## src/rtl/ring_twist_pkg.sv

```systemverilog
package ring_twist_pkg;
  typedef enum logic {
    SEQ_RING  = 1'b0,
    SEQ_TWIST = 1'b1
  } seq_mode_e;

  typedef enum logic {
    DIR_UP   = 1'b0,
    DIR_DOWN = 1'b1
  } seq_dir_e;
endpackage

```

## src/rtl/ring_step_logic.sv

```systemverilog
module ring_step_logic #(
  parameter int WIDTH = 3
) (
  input  logic [WIDTH-1:0] cur,
  input  logic             down,
  output logic [WIDTH-1:0] nxt,
  output logic             illegal
);
  localparam logic [WIDTH-1:0] ENTRY = {{(WIDTH-1){1'b0}}, 1'b1};

  function automatic int unsigned ones_in(input logic [WIDTH-1:0] v);
    int unsigned n = 0;
    for (int i = 0; i < WIDTH; i++) n += int'(v[i]);
    return n;
  endfunction

  function automatic logic [WIDTH-1:0] rotate(input logic [WIDTH-1:0] v, input logic dn);
    return dn ? {v[0], v[WIDTH-1:1]} : {v[WIDTH-2:0], v[WIDTH-1]};
  endfunction

  assign illegal = (ones_in(cur) != 1);
  assign nxt     = illegal ? ENTRY : rotate(cur, down);

  always_comb begin
    assert (!(illegal == 1'b0) || ($countones(nxt) == 1)) else $error("AST_RING_KEEPS_ONEHOT");
  end
endmodule

```

## src/rtl/twist_step_logic.sv

```systemverilog
module twist_step_logic #(
  parameter int WIDTH = 3
) (
  input  logic [WIDTH-1:0] cur,
  input  logic             down,
  output logic [WIDTH-1:0] nxt,
  output logic             illegal
);
  localparam logic [WIDTH-1:0] ENTRY = '0;
  localparam int               EDGES = WIDTH - 1;

  logic [EDGES-1:0] edge_flag;
  logic [WIDTH-1:0] shifted;

  generate
    for (genvar g = 0; g < EDGES; g++) begin : g_edge
      assign edge_flag[g] = cur[g] ^ cur[g+1];
    end
  endgenerate

  function automatic logic [WIDTH-1:0] twist(input logic [WIDTH-1:0] v, input logic dn);
    return dn ? {~v[0], v[WIDTH-1:1]} : {v[WIDTH-2:0], ~v[WIDTH-1]};
  endfunction

  assign illegal = ($countones(edge_flag) > 1);
  assign shifted = twist(cur, down);
  assign nxt     = illegal ? ENTRY : shifted;
endmodule

```

## src/rtl/ring_twist_counter.sv

```systemverilog
module ring_twist_counter #(
  parameter int WIDTH = 3
) (
  input  logic             clk,
  input  logic             rst,
  input  logic             cnt_en,
  input  logic             johnson_sel,
  input  logic             count_down,
  output logic [WIDTH-1:0] state_q
);
  import ring_twist_pkg::*;

  localparam logic [WIDTH-1:0] RING_SEED  = {{(WIDTH-1){1'b0}}, 1'b1};
  localparam logic [WIDTH-1:0] TWIST_SEED = '0;

  seq_mode_e        mode;
  seq_dir_e         dir;
  logic [WIDTH-1:0] ring_nxt, twist_nxt, step_nxt, seed;
  logic             ring_illegal, twist_illegal;

  assign mode = seq_mode_e'(johnson_sel);
  assign dir  = seq_dir_e'(count_down);
  assign seed = (mode == SEQ_TWIST) ? TWIST_SEED : RING_SEED;

  ring_step_logic #(.WIDTH(WIDTH)) u_ring (
    .cur(state_q), .down(dir == DIR_DOWN), .nxt(ring_nxt), .illegal(ring_illegal)
  );

  twist_step_logic #(.WIDTH(WIDTH)) u_twist (
    .cur(state_q), .down(dir == DIR_DOWN), .nxt(twist_nxt), .illegal(twist_illegal)
  );

  generate
    for (genvar b = 0; b < WIDTH; b++) begin : g_sel
      assign step_nxt[b] = (mode == SEQ_TWIST) ? twist_nxt[b] : ring_nxt[b];
    end
  endgenerate

  always_ff @(posedge clk) begin
    if (rst)         state_q <= seed;
    else if (cnt_en) state_q <= step_nxt;
  end

  AST_RESET_SEED: assert property (@(posedge clk)
    rst |=> state_q == ($past(johnson_sel) ? TWIST_SEED : RING_SEED));
  AST_HOLD_IDLE: assert property (@(posedge clk) disable iff (rst)
    (!rst && !cnt_en) |=> $stable(state_q));
  AST_RING_ONEHOT: assert property (@(posedge clk) disable iff (rst)
    (cnt_en && !johnson_sel) |=> $countones(state_q) == 1);
  AST_RING_UP_ROT: assert property (@(posedge clk) disable iff (rst)
    (cnt_en && !johnson_sel && !count_down && !ring_illegal)
      |=> state_q == {$past(state_q[WIDTH-2:0]), $past(state_q[WIDTH-1])});
  AST_RING_DN_ROT: assert property (@(posedge clk) disable iff (rst)
    (cnt_en && !johnson_sel && count_down && !ring_illegal)
      |=> state_q == {$past(state_q[0]), $past(state_q[WIDTH-1:1])});
  AST_RING_RECOVER: assert property (@(posedge clk) disable iff (rst)
    (cnt_en && !johnson_sel && ring_illegal) |=> state_q == RING_SEED);
  AST_TWIST_RECOVER: assert property (@(posedge clk) disable iff (rst)
    (cnt_en && johnson_sel && twist_illegal) |=> state_q == TWIST_SEED);
  AST_TWIST_UP_FEED: assert property (@(posedge clk) disable iff (rst)
    (cnt_en && johnson_sel && !count_down && !twist_illegal)
      |=> state_q[0] == !$past(state_q[WIDTH-1]));
  AST_TWIST_DN_FEED: assert property (@(posedge clk) disable iff (rst)
    (cnt_en && johnson_sel && count_down && !twist_illegal)
      |=> state_q[WIDTH-1] == !$past(state_q[0]));
  AST_TWIST_LEGAL: assert property (@(posedge clk) disable iff (rst)
    (cnt_en && johnson_sel) |=> !twist_illegal);
endmodule

```

## config.mk

```make
export PLATFORM = sky130hd
export DESIGN_NAME = ring_twist_counter
export DESIGN_NICKNAME = d
export VERILOG_FILES = /design/src/rtl/ring_twist_pkg.sv /design/src/rtl/ring_step_logic.sv /design/src/rtl/twist_step_logic.sv /design/src/rtl/ring_twist_counter.sv
export SDC_FILE = /design/constraint.sdc
export NUM_CORES = 1
export LEC_CHECK = 0
export CAP_MARGIN = 5
export CORE_AREA = 2 2 39 41
export DETAILED_ROUTE_END_ITERATION = 7
export DIE_AREA = 0 0 41 43
export PLACE_DENSITY = 0.45
export SYNTH_ARGS = -nofsm -noshare
export SYNTH_HDL_FRONTEND = slang
export SYNTH_SLANG_ARGS = --single-unit
```

## constraint.sdc

```tcl
create_clock -name clk -period 2.1 [get_ports clk]
set_input_delay 0.42 -clock clk [delete_from_list [all_inputs] [get_ports clk]]
set_output_delay 0.42 -clock clk [all_outputs]
set_load 0.05 [all_outputs]
```

# --- After elaboration in Yosys (flattened, before gate mapping) ---
# Cells that the tools add are included.
classes:
  n_addsub: 3
  magnitude_cmp: 1
  eq_ne: 1
  muxes: 10
  n_bitwise: 4
  n_reduce_logical: 1
op_table:
  columns: ["operator", "n"]
  rows:
  - ["$add A32 B1 Y32", 1]
  - ["$gt A32 B2 Y1 const B", 1]
  - ["$ne A32 B1 Y1 const B", 1]
  - ["$mux W3", 6]
  - ["$add A1 B1 Y2", 2]
  - ["$mux W1", 4]
  - ["$not A1 Y1", 2]
  - ["$reduce_bool A2 Y1", 1]
  - ["$xor A1 B1 Y1", 2]
totals:
  regBits: 3
  output_inout_bits: 3
  word_cells: 21

# --- Depth between registers and ports, before layout ---
logic_depth:
  ltp_word: 7
  depth_mapped: 6
  mapped_depth_nobuf: 6

# --- Hierarchy ---
# From an unflattened synthesis, not the netlist that was laid out.
unflattened:
  hier_cells: 29
  hier_area_um2: 284.0
modules_own_cells:
  columns: ["mod", "n_inst", "cells_per_inst", "area_each_um2"]
  rows:
  - ["ring_twist_counter", 1, 11, 140.1]
  - ["twist_step_logic", 1, 10, 75.1]
  - ["ring_step_logic", 1, 8, 68.8]

# --- Least setup slack after synthesis ---
# Ideal clock, no wire load.
synth_path:
  kind: "flip-flop to flip-flop"
  startpoint: "register state_q[1]"
  endpoint: "register state_q[0] (data pin)"
  t_arrival_ns: 1.927
  t_required_ns: 1.844
  slack_ns: -0.083
  path_stages_with_launch: 7
  path_buffers: 0
  period_less_slack_ns: 2.183
  path_cell_list: "edfxtp_1 ha_1 ha_1 ha_1 nor3b_2 a41oi_1 a41o_1"
synth_between:
  elab_chain_len: 7
synth_lines:
  columns: ["item", "line", "text"]
  rows:
  - ["start: declaration", "ring_twist_counter.sv:9", "output logic [WIDTH-1:0] state_q"]
  - ["start signal: assignment", "ring_twist_counter.sv:41", "else if (cnt_en) state_q <= step_nxt;"]
  - ["$add A1 B1 Y2 or $xor A1 B1 Y1 (tied branches)", "ring_step_logic.sv:13, twist_step_logic.sv:17", null]
  - ["$add A32 B1 Y32 or $add A1 B1 Y2 (tied branches)", "ring_step_logic.sv:13, twist_step_logic.sv:25", null]
  - ["$ne A32 B1 Y1 or $gt A32 B2 Y1 (tied branches)", "ring_step_logic.sv:21, twist_step_logic.sv:25", null]
  - ["$mux W3, on equally long branches", "ring_step_logic.sv:22, twist_step_logic.sv:27", null]
  - ["$mux W1 *", "ring_twist_counter.sv:35", "assign step_nxt[b] = (mode == SEQ_TWIST) ? twist_nxt[b] : ring_nxt[b];"]
  - ["$mux W3 *", "ring_twist_counter.sv:41", null]
  - ["$mux W3 *", "ring_twist_counter.sv:40", "if (rst) state_q <= seed;"]
# Mark *: on every way between the ends. The rest lies on a longest branch, timed or not. The select of a mux whose other input is x is not followed.
# A chain may end at the register's enable or synchronous reset.

# --- Worst setup path after layout ---
layout_path:
  startpoint: "register state_q[0]"
  endpoint: "output state_q[0]"
# No word-level cell between the ends.

==> summary.md <==
| Metric | Value |
|---|---|
| Status | finished, final reports clean |
| R2R Path Start | state_q[1] |
| TritonCTS clock tree | yes |
| Startpoint types | register |
| Area delta synth->final | 56.8% |
| Mapped Cells | 27 |
| Min-delay src | state_q[2] |
| Largest net degree at the start of global routing | 8 |
| I/O pins | 8 |
| Routed wl met3 | 27 um |
| Reg with most FFs | state_q |
| Final setup viols | 0 |
| Worst-Margin Slew | 0.490 ns |
| Post-Place Cells | 51 |
| Hold Crit Class | register to register |
| Synth area leader | edfxtp_1 |
| EDFF count, synth | 3 |
| WP data arrival | 1.56 ns |
| Maximum clock insertion buffer count | 2 |
| Ys Warns | 0 |
| DRT antenna net count | 0 |
| WL met1 | 234 um |
| Antenna diode count | 0 |
| Count leader, synth | inv_1 |
| Top cells by area, synth | edfxtp_1 33%, ha_1 14%, fa_1 7.3% |
| Worst-Skew Late Latency | 0.23 ns |
| Final #Nets | 49 |
| TritonCTS Buffers | 3 |
| Fin. Hold Viols | 0 |
| Vias per inst | 4.20 |
| Routability Congestion | 0.631 |
| Hold depth | 3 |
| Vias post-DR | 231 |
| RSZ-0062 raised after global routing | no |
| Met2 WL | 318 um |
| Leakage power | 0.166 nW |
| Avg Inst Size Synth | 10.2 um2 |
| FF-to-FF End | state_q[0] |
| Clock slew at reported path FFs | 0.04 ns |
| Most frequent cells after synthesis | 4 x inv_1, 3 x edfxtp_1, 3 x ha_1 |
| Worst Hold Endpoint | state_q[0] |
| Sequential-to-total area share from yosys stat | 32.7% |
| Slowest CP cell | clkdlybuf4s50_1 |
| Max-cap viol count | 0 |
| Die area | 0.00176 mm2 |
| Post-place instance area | 405 um2 |
| CP endpoint kind | output port |
| Peak supply drop | 0.295 mV |
| GRT overflow | 0 |
| WP buf/inv | 1 |
| Reg area | 90.1 um2 |
| Top_reg_cell synth | edfxtp_1 |
| Overall Power | 0.332 mW |
| Largest regs | state_q: 3 flops |
| CTS resizes | 0 |
| Final Non-Filler Cells | 55 |
| CP peak stage delay | 0.85 ns |
| CP max FO | 5 |
| Mapped cell area | 275 um2 |
| FF-to-FF path depth | 6 |
| WL/cell | 10.5 um |
| Core Box Area | 0.00138 mm2 |
| Critical Path RT | 1.68 ns |
| R2r setup slk | 0.19 ns |
| DR pass1 iterations | 2 |
| Post-Synthesis Net Count | 36 |
| Die X | 41 um |
| DR top layer | met3 |
| Fin. max-slew vios | 0 |
| Initial drt markers | 1 |
| H-tree depth | 1 |
| Max Fclk | 0.504 GHz |
| Critical-path cell list | clkdlybuf4s50_1 |
| Share of cells above drive strength 1 | 30.8% |
| Cell variety after synth | 17 |
| Max reg flops | 3 |
| TritonCTS Sinks | 3 |
| Clock Tree Root | clkbuf_4 |
| Cell family with most CP delay | buffers and inverters |
| Slew Limit Headroom | 67.3% |
| IO buf count | 7 |
| Vias in the first global route | 254 |
| Post-route clock period utilization | 94.4% |
| Worst setup path startpoint | state_q[0] |
| Tot GR Track Use | 9.05% |
| # Post-CTS Setup Buffers | 0 |
| Multi-input gate area | 208 um2 |
| Die height | 43 um |
| DRC errors left | 0 |
| Area share of the largest cell type after synthesis | 32.7% |
| Setup TNS | 0 ns |
| Global-route wire length before repair | 1000 um |
| Async SR Flop Fraction | 0% |
| Clock skew | 0.00116 ns |
| Synthesis-stage register bit count | 3 |
| # rows | 14 |
| Crit path time final | 1.98 ns |
| Critical path type | register to output port |
| Power per standard cell area | 769 mW/mm2 |
| # fillers | 151 |
| Finished Cell Area | 432 um2 |
| Routed wire length | 580 um |
| Starting Density | 19.9% |
| CTS hold repair buffers | 0 |
| Initial antenna violation count | 0 |
## cell families after synthesis
kind of cell             share of synthesized area (%)
adder cells (fa/ha/maj)                           20.9
AO/OA/AOI/OAI                                     14.5
AND/OR/NAND/NOR                                   16.4
multiplexers                                      3.64
flip-flops                                        32.7
XOR/XNOR                                          6.36
buffers and inverters                             5.45
## cell usage in the layout (no fill, tap or decap)
master and n:
clkdlybuf4s50_1 5, o221ai_1 1, buf_4 3, mux2i_1 1
nand2b_1 1, nand3_1 1, a41oi_1 1, a211oi_1 1
clkbuf_1 1, inv_1 3, o21ai_0 1, ha_4 3
nor2_1 2, xnor2_1 2, a41o_1 1, fa_1 1
or2_2 1, inv_2 1, edfxtp_1 3, clkbuf_4 3
nor3b_2 1, nand2_1 2
## worst max path at each step
stage | cells after the start | slack [ns] | to
after CTS | 1 | 0.1 | state_q[0]
after global routing | 1 | 0.07 | state_q[0]
after global placement | 6 | 0.18 | state_q[0]
final | 1 | 0.12 | state_q[0]
after detailed placement | 6 | 0.17 | state_q[0]
after floorplan | 6 | -0.009 | state_q[0]
## power by group
| part | leakage (nW) | internal, mW | total (mW) | switching [mW] |
|---|---|---|---|---|
| registers | 0.0322 | 0.0775 | 0.0916 | 0.0140 |
| clock network | 0.0150 | 0.0711 | 0.0996 | 0.0285 |
| logic | 0.119 | 0.0633 | 0.141 | 0.0775 |
| total | 0.166 | 0.212 | 0.332 | 0.120 |
## cell type report
cell class	count	share of cell area, %
Clock buffer	4	6.09
Tap cell	16	4.64
Multi-Input combinational cell	20	48.1
Timing Repair Buffer	8	16.8
Sequential cell	3	20.9
Inverter	4	3.48
## metal layers
layer / vias up / global-route usage [%]
met4: 0 / 10.0
met2: 4 / 11.3
met3: 0 / 3.66
li1: 119 / -
met1: 108 / 10.4
met5: - / 0
## through the flow
stage | util [%] | setup WS [ns] | hold WS, ns
after global placement | 29.3 | 0.175 | 0.776
after detailed placement | 29.3 | 0.165 | 0.777
after global routing | 31.2 | 0.0693 | 0.817
after floorplan | - | -0.00946 | 0.635
after CTS | 31.2 | 0.0957 | 0.787
final | 31.2 | 0.118 | 0.771
## tightest hold or removal path, cell delays in order, from the launching register on
cell and delay [ns]:
edfxtp_1 0.35, inv_2 0.06, nand3_1 0.09, a41o_1 0.17
(Power assumes the default switching activity.)
